File: config.mk
export PLATFORM = sky130hd
export DESIGN_NAME = rtc_timer_block
export DESIGN_NICKNAME = d
export VERILOG_FILES = /design/src/rtl/rtc_pkg.sv /design/src/rtl/rtc_elapsed.sv /design/src/rtl/rtc_interval.sv /design/src/rtl/rtc_timer_block.sv
export SDC_FILE = /design/constraint.sdc
export NUM_CORES = 1
export LEC_CHECK = 0
export BUFFER_PORTS_ARGS = -buffer_cell sky130_fd_sc_hd__buf_4
export CAP_MARGIN = 20
export CORE_MARGIN = 4
export CORE_UTILIZATION = 64
export CTS_CLUSTER_SIZE = 28
export DETAILED_ROUTE_END_ITERATION = 7
export PLACE_DENSITY = 0.81
export SKIP_CTS_REPAIR_TIMING = 1
export SYNTH_ARGS = -nofsm -noshare
export SYNTH_HDL_FRONTEND = slang
export SYNTH_SLANG_ARGS = --single-unit
File: constraint.sdc
create_clock -name clk -period 7.8 [get_ports clk]
set_clock_uncertainty 0.15 [all_clocks]
set_input_delay 1.56 -clock clk [delete_from_list [all_inputs] [get_ports clk]]
set_output_delay 1.56 -clock clk [all_outputs]
set_load 0.1 [all_outputs]
File: src/rtl/rtc_pkg.sv
package rtc_pkg;
  // Status and mask bit positions
  localparam int ST_ALARM = 0;
  localparam int ST_TMR0  = 1;
endpackage

File: src/rtl/rtc_elapsed.sv
module rtc_elapsed #(
  parameter int REG_W  = 16,
  parameter int PIECES = 3
) (
  input  logic                    clk,
  input  logic                    rst_n,
  input  logic                    tick_en,
  input  logic [PIECES-1:0]       cnt_wr,
  input  logic [PIECES-1:0]       cmp_wr,
  input  logic [REG_W-1:0]        wdata,
  output logic [REG_W*PIECES-1:0] cnt_o,
  output logic [REG_W*PIECES-1:0] cmp_o,
  output logic                    hit_o
);
  localparam int W = REG_W * PIECES;

  logic [W-1:0] cnt_q, cnt_d, merged, cmp_q, cmp_d;
  logic         cnt_en, cmp_en, any_wr;

  always_comb begin
    merged = cnt_q;
    cmp_d  = cmp_q;
    for (int i = 0; i < PIECES; i++) begin
      if (cnt_wr[i]) merged[i*REG_W +: REG_W] = wdata;
      if (cmp_wr[i]) cmp_d[i*REG_W +: REG_W]  = wdata;
    end
    any_wr = |cnt_wr;
    cnt_d  = merged + W'(tick_en);
    cnt_en = tick_en | any_wr;
    cmp_en = |cmp_wr;
    hit_o  = tick_en && !any_wr && (cmp_q != '0) && ((cnt_q + W'(1)) == cmp_q);
  end

  always_ff @(posedge clk or negedge rst_n) begin
    if (!rst_n) begin
      cnt_q <= '0;
      cmp_q <= '0;
    end else begin
      if (cnt_en) cnt_q <= cnt_d;
      if (cmp_en) cmp_q <= cmp_d;
    end
  end

  assign cnt_o = cnt_q;
  assign cmp_o = cmp_q;


  tick_inc_chk: assert property (@(posedge clk) disable iff (!rst_n)
    (tick_en && !any_wr) |=> (cnt_q == $past(cnt_q) + W'(1)));

  idle_hold_chk: assert property (@(posedge clk) disable iff (!rst_n)
    (!tick_en && !any_wr) |=> $stable(cnt_q));

  hit_lands_chk: assert property (@(posedge clk) disable iff (!rst_n)
    hit_o |=> (cnt_q == $past(cmp_q)));
endmodule

File: src/rtl/rtc_interval.sv
module rtc_interval #(
  parameter int REG_W  = 16,
  parameter int PIECES = 2
) (
  input  logic                    clk,
  input  logic                    rst_n,
  input  logic                    tick_en,
  input  logic [PIECES-1:0]       per_wr,
  input  logic [REG_W-1:0]        wdata,
  output logic [REG_W*PIECES-1:0] per_o,
  output logic [REG_W*PIECES-1:0] cnt_o,
  output logic                    expire_o
);
  localparam int W = REG_W * PIECES;

  logic [W-1:0] per_q, per_d, cnt_q, cnt_d;
  logic         any_wr;

  always_comb begin
    per_d = per_q;
    for (int i = 0; i < PIECES; i++)
      if (per_wr[i]) per_d[i*REG_W +: REG_W] = wdata;
    any_wr   = |per_wr;
    cnt_d    = cnt_q;
    expire_o = 1'b0;
    if (any_wr) begin
      cnt_d = per_d;
    end else if (per_q == '0) begin
      cnt_d = '0;
    end else if (tick_en) begin
      if (cnt_q <= W'(1)) begin
        cnt_d    = per_q;
        expire_o = 1'b1;
      end else begin
        cnt_d = cnt_q - W'(1);
      end
    end
  end

  always_ff @(posedge clk or negedge rst_n) begin
    if (!rst_n) begin
      per_q <= '0;
      cnt_q <= '0;
    end else begin
      if (any_wr) per_q <= per_d;
      cnt_q <= cnt_d;
    end
  end

  assign per_o = per_q;
  assign cnt_o = cnt_q;


  reload_chk: assert property (@(posedge clk) disable iff (!rst_n)
    expire_o |=> (cnt_q == $past(per_q)));

  zero_period_chk: assert property (@(posedge clk) disable iff (!rst_n)
    ((per_q == '0) && !any_wr) |=> (cnt_q == '0));

  no_tick_hold_chk: assert property (@(posedge clk) disable iff (!rst_n)
    ((per_q != '0) && !tick_en && !any_wr) |=> $stable(cnt_q));
endmodule

File: src/rtl/rtc_timer_block.sv
module rtc_timer_block #(
  parameter int REG_W     = 16,
  parameter int EL_PIECES = 3,
  parameter int TM_PIECES = 2,
  parameter int N_TMR     = 2,
  parameter int ADDR_W    = $clog2(2*EL_PIECES + 2*N_TMR*TM_PIECES + 2)
) (
  input  logic              clk,
  input  logic              rst_n,
  input  logic              tick_en,
  input  logic              wr_en,
  input  logic [ADDR_W-1:0] addr,
  input  logic [REG_W-1:0]  wdata,
  output logic [REG_W-1:0]  rdata,
  output logic              irq
);
  import rtc_pkg::*;

  localparam int EL_W      = REG_W * EL_PIECES;
  localparam int TM_W      = REG_W * TM_PIECES;
  localparam int CMP_BASE  = EL_PIECES;
  localparam int TMR_BASE  = 2 * EL_PIECES;
  localparam int TMR_SPAN  = 2 * TM_PIECES;
  localparam int STAT_ADDR = TMR_BASE + N_TMR * TMR_SPAN;
  localparam int MASK_ADDR = STAT_ADDR + 1;
  localparam int N_SRC     = 1 + N_TMR;

  // reset: asynchronous assert, synchronous release
  logic rst_s1, rst_sync_n;
  always_ff @(posedge clk or negedge rst_n) begin
    if (!rst_n) begin
      rst_s1     <= 1'b0;
      rst_sync_n <= 1'b0;
    end else begin
      rst_s1     <= 1'b1;
      rst_sync_n <= rst_s1;
    end
  end

  logic [EL_PIECES-1:0]                el_wr, cmp_wr;
  logic [N_TMR-1:0][TM_PIECES-1:0]     per_wr;
  logic [EL_W-1:0]                     el_cnt, el_cmp;
  logic [N_TMR-1:0][TM_W-1:0]          tm_per, tm_cnt;
  logic [N_TMR-1:0]                    tm_exp;
  logic                                cmp_hit, stat_wr, mask_wr;
  logic [N_SRC-1:0]                    stat_q, stat_d, mask_q, mask_d, src, clr;

  always_comb begin
    for (int i = 0; i < EL_PIECES; i++) begin
      el_wr[i]  = wr_en && (addr == ADDR_W'(i));
      cmp_wr[i] = wr_en && (addr == ADDR_W'(CMP_BASE + i));
    end
    for (int k = 0; k < N_TMR; k++)
      for (int j = 0; j < TM_PIECES; j++)
        per_wr[k][j] = wr_en && (addr == ADDR_W'(TMR_BASE + k*TMR_SPAN + j));
    stat_wr = wr_en && (addr == ADDR_W'(STAT_ADDR));
    mask_wr = wr_en && (addr == ADDR_W'(MASK_ADDR));
  end

  rtc_elapsed #(.REG_W(REG_W), .PIECES(EL_PIECES)) u_elapsed (
    .clk(clk), .rst_n(rst_sync_n), .tick_en(tick_en),
    .cnt_wr(el_wr), .cmp_wr(cmp_wr), .wdata(wdata),
    .cnt_o(el_cnt), .cmp_o(el_cmp), .hit_o(cmp_hit)
  );

  for (genvar k = 0; k < N_TMR; k++) begin : g_tmr
    rtc_interval #(.REG_W(REG_W), .PIECES(TM_PIECES)) u_interval (
      .clk(clk), .rst_n(rst_sync_n), .tick_en(tick_en),
      .per_wr(per_wr[k]), .wdata(wdata),
      .per_o(tm_per[k]), .cnt_o(tm_cnt[k]), .expire_o(tm_exp[k])
    );
  end

  // sticky status: set wins over a same-cycle clear
  always_comb begin
    src    = {tm_exp, cmp_hit};
    clr    = stat_wr ? wdata[N_SRC-1:0] : '0;
    stat_d = (stat_q & ~clr) | src;
    mask_d = mask_wr ? wdata[N_SRC-1:0] : mask_q;
  end

  always_ff @(posedge clk or negedge rst_sync_n) begin
    if (!rst_sync_n) begin
      stat_q <= '0;
      mask_q <= '0;
    end else begin
      stat_q <= stat_d;
      if (mask_wr) mask_q <= mask_d;
    end
  end

  assign irq = |(stat_q & mask_q);

  always_comb begin
    rdata = '0;
    for (int i = 0; i < EL_PIECES; i++) begin
      if (addr == ADDR_W'(i))            rdata = el_cnt[i*REG_W +: REG_W];
      if (addr == ADDR_W'(CMP_BASE + i)) rdata = el_cmp[i*REG_W +: REG_W];
    end
    for (int k = 0; k < N_TMR; k++)
      for (int j = 0; j < TM_PIECES; j++) begin
        if (addr == ADDR_W'(TMR_BASE + k*TMR_SPAN + j))
          rdata = tm_per[k][j*REG_W +: REG_W];
        if (addr == ADDR_W'(TMR_BASE + k*TMR_SPAN + TM_PIECES + j))
          rdata = tm_cnt[k][j*REG_W +: REG_W];
      end
    if (addr == ADDR_W'(STAT_ADDR)) rdata = REG_W'(stat_q);
    if (addr == ADDR_W'(MASK_ADDR)) rdata = REG_W'(mask_q);
  end


  sticky_stat_chk: assert property (@(posedge clk) disable iff (!rst_sync_n)
    !stat_wr |=> (($past(stat_q) & ~stat_q) == '0));

  mask_off_chk: assert property (@(posedge clk) disable iff (!rst_sync_n)
    (mask_q == '0) |-> !irq);

  alarm_bit_chk: assert property (@(posedge clk) disable iff (!rst_sync_n)
    cmp_hit |=> stat_q[ST_ALARM]);

  tmr0_bit_chk: assert property (@(posedge clk) disable iff (!rst_sync_n)
    tm_exp[0] |=> stat_q[ST_TMR0]);
endmodule

==> results.md <==
* Max IR drop VDD at approximately 230 uV
* GRT Total Usage at 45.94%
* Final WL at 72600 microns
* Worst Setup EP: rdata[3]
* Clock sinks at roughly 230
* Final TNS setup at 0 ns
* Via-to-Cell Ratio at between 7 and 8
* Fraction of layout cells with a size suffix above 1 at between 10% and 20%
* Initial core utilization at about two thirds
* Synth unique cells at 94
* Inst Count DP at between 2000 and 2500
* Num rows at 60
* Commonest non-fill, non-tap cell in the layout: dfrtp_1
* Worst Hold Class: flip-flop to flip-flop
* Top cell by count, worst path: buf_4
* Max Root-Sink Buffers at 3
* Die Height at ~170 microns
* Area Overhead vs Synth at 6.724%
* Die area at around 31000 sq um
* Nets at 2137
* Slew @ Worst Pin at 1.061 ns
* CP Launch Point: addr[0]
* Sw frac at 41.55%
* CP Capture Type: primary output
* Seq/Total Area, Yosys at 32.63%
* DR vias at 19250
* Primary FF master, synth: dfrtp_1
* Cells on worst reg2reg path at 8
* Slowest CP cell: nor2_1
* DRT Pass-1 Iters at 7
* Outcome: complete, no violations
* Crit path required time at slightly above 6 ns
* Ys async rst share at 100.0%
* Final slew viol count at 0
* Most frequent cells in the layout: 231 x dfrtp_1, 222 x nand2_1, 197 x a21oi_1
* Syn_nets at 2232
* Clock power share at around 28%
* Final period utilization at 79.18%
* Routability cong. at approximately 1.1
* Fillcell total at about 2200
* Fin crit period at slightly above 6 ns
* Rel. slew slack at between 20% and 30%
* Critical setup path kind: input pin to primary output
* Crit-path cells: buf_4 -> nand2_1 -> nor2_1 -> a221oi_1 -> o21ai_0 -> o221ai_1 -> a31oi_1 -> buf_4
* Leak Pwr at approximately 7.3 nW
* CTS tree: built
* Flop2flop setup slack at between 3 and 4 ns
* DR iter-0 viols at 3480
* Post-synthesis cell count at about 2200
* Root Driver: clkbuf_16
* Vias in the first global route at roughly 18000
* Design Area, Final at between 15000 and 20000 sq um
* DP Area at around 18000 sq um
* Pin count of the biggest net entering global routing at 70
* Combinational share of power at 28.2%
* # port buffers at 40
* Cts bufs inserted at 27
* Power Density at 258.3 nW/um^2
* Core region area at ~27000 sq um
* Sequential share of power at 44.1%
* Die width at 174.7 microns
* Hpwl dp at about 50000 microns
* Syn Area/Cell at a little over 8 sq um
* CP arrival at about 4.5 ns
* Initial antenna violation count at 4
* Max Cap Violations at 0
* FMAX at 161.9 MHz
* Type of origin of the critical path: input pin
* EDFF count, synth at 0
* Final Hold Vio Count at 0
* Syn. warnings at 0
* Hold path depth at 0
* Worst R2R End: stat_q[0]
* ANT nets after route at 0
* Final WS setup at between 1.5 and 2 ns
* CP max FO at 57
* Mapped Area at between 15000 and 20000 sq um
* Cell internal pwr at around 2.9 mW
* Sw power at 2.037 mW
* Finish-stage setup viols at 0
* RR Startpoint: u_elapsed.cnt_o[3]
* Worst-skew pair later-pin latency at about 0.55 ns
* Fin cells at between 2000 and 2500
* Footprint of the multi-input gates at 11050 sq um
* Drc violations at 0
* Final Power at just under 5 mW
* Clk pin slew, worst setup/hold paths at around 0.060 ns
* Top-Level Pins at 41
* FF+latch count, synth at roughly 230
* Average wire per standard cell at 29.06 microns
* RSZ-0062 raised after global routing: false
* CP max stage delay at just under 0.8 ns
* First-pass GRT wire length at approximately 110000 microns
* Sequential Area at 5809 sq um
* Overflow after GRT at 0
* Pre-CTS WS at ~1.5 ns
* H-tree levels at 1
[routing by layer]
| metal | vias up | share of wire [%] | track usage, % |
|---|---|---|---|
| li1 | 7982 | - | - |
| met1 | 9136 | 37 | 63.22 |
| met3 | 382 | 16 | 14.54 |
| met5 | - | 0.0096 | 0 |
| met2 | 1752 | 41 | 66.21 |
| met4 | 2 | 6.4 | 21.44 |
[cell usage after synthesis, types with 6 or more instances]
library cell,instances,area (sq um)
xnor2_1,52,455.4
o32ai_1,9,78.83
nor2_1,192,720.7
o22a_1,14,122.6
dfrtp_1,232,5806
and2_1,24,150.1
or4_1,11,82.58
a2bb2oi_1,26,227.7
ha_1,7,87.58
nor2b_1,6,37.54
a31o_2,6,52.55
o21ai_0,151,755.7
mux2i_1,32,320.3
a22oi_1,22,165.2
mux2_2,118,1329
a31oi_1,22,137.6
o31ai_1,12,90.09
and3_1,17,106.4
inv_1,53,198.9
o22ai_1,23,143.9
a2111oi_0,11,96.34
o21a_1,16,120.1
nor4b_1,6,52.55
a211oi_1,42,315.3
buf_2,37,185.2
nand2b_1,15,93.84
nor3b_1,8,60.06
buf_1,12,45.04
nand4_1,37,231.5
o2bb2ai_1,15,131.4
nand3_1,56,280.3
o221a_2,9,101.4
o21ai_1,7,35.03
a21oi_1,197,986.0
or3_1,26,162.7
nor4_1,58,362.9
a221oi_1,28,245.2
xor2_1,33,289.0
nand2_1,222,833.3
o211ai_1,19,142.6
clkbuf_1,141,529.3
a21o_1,11,82.58
nor3_1,53,265.3
a22o_1,10,87.58
or2_2,7,43.79
[stage by stage]
stage	hold slack, ns	util, %
after floorplan	0.1812	-
after global placement	0.1939	66.25
after detailed placement	0.1948	66.25
after CTS	0.2183	69.69
after global routing	0.2370	69.85
final	0.2178	69.86
[critical path: cells and delay by family]
kind | cells | cell delay, ns
simple gates | 2 | 1.15
compound gates | 4 | 0.80
buf+inv | 2 | 0.89
[worst min-delay path by stage]
stage / startpoint / endpoint
6_report: rst_s1 / rst_sync_n
5_1_grt: rst_s1 / rst_sync_n
4_1_cts: rst_s1 / rst_sync_n
3_5_place_dp: rst_s1 / rst_sync_n
3_3_place_gp: rst_s1 / rst_sync_n
2_1_floorplan: rst_s1 / rst_sync_n
[cell type report]
| type | count | area share [%] |
|---|---|---|
| Multi-Input combinational cell | 1723 | 58.22 |
| Tap cell | 372 | 2.452 |
| Antenna cell | 1 | 0.01318 |
| Clock buffer | 36 | 4.000 |
| Timing Repair Buffer | 66 | 2.689 |
| Clock inverter | 12 | 0.9160 |
| Inverter | 56 | 1.107 |
| Sequential cell | 232 | 30.60 |
[cells by family (layout without fill, tap and decap cells)]
group                      count (synthesis)  in the layout  share of synthesized area, %
DFF                                      232            232                         32.63
xor gates and xnor gates                  85             85                         4.185
buffers and inverters                    246            170                         5.451
AOI/OAI and AO/OA                        702            702                         25.95
and+or+nand+nor                          777            777                         21.93
adders and majority gates                  7              7                        0.4923
other                                      1              2                       0.02108
muxes                                    151            151                         9.333
[sequential cells by signal, summed over array words and instances, names as in the netlist]
| register | cells |
|---|---|
| g_tmr.u_interval.cnt_o | 64 |
| g_tmr.u_interval.per_o | 64 |
| u_elapsed.cmp_o | 48 |
| u_elapsed.cnt_o | 48 |
| mask_q | 3 |
| stat_q | 3 |
| rst_s1 | 1 |
| rst_sync_n | 1 |
[power by group through the flow]
stage          registers (mW)  logic [mW]  clock network, mW
6_report                 2.16        1.39               1.36
3_5_place_dp             2.11        1.34                  0
2_1_floorplan            1.74        1.16                  0
3_3_place_gp             2.11        1.29                  0
5_1_grt                  2.16        1.50               1.40
4_1_cts                  2.10        1.34               1.35
No activity file was read; power rests on OpenSTA's default activity.
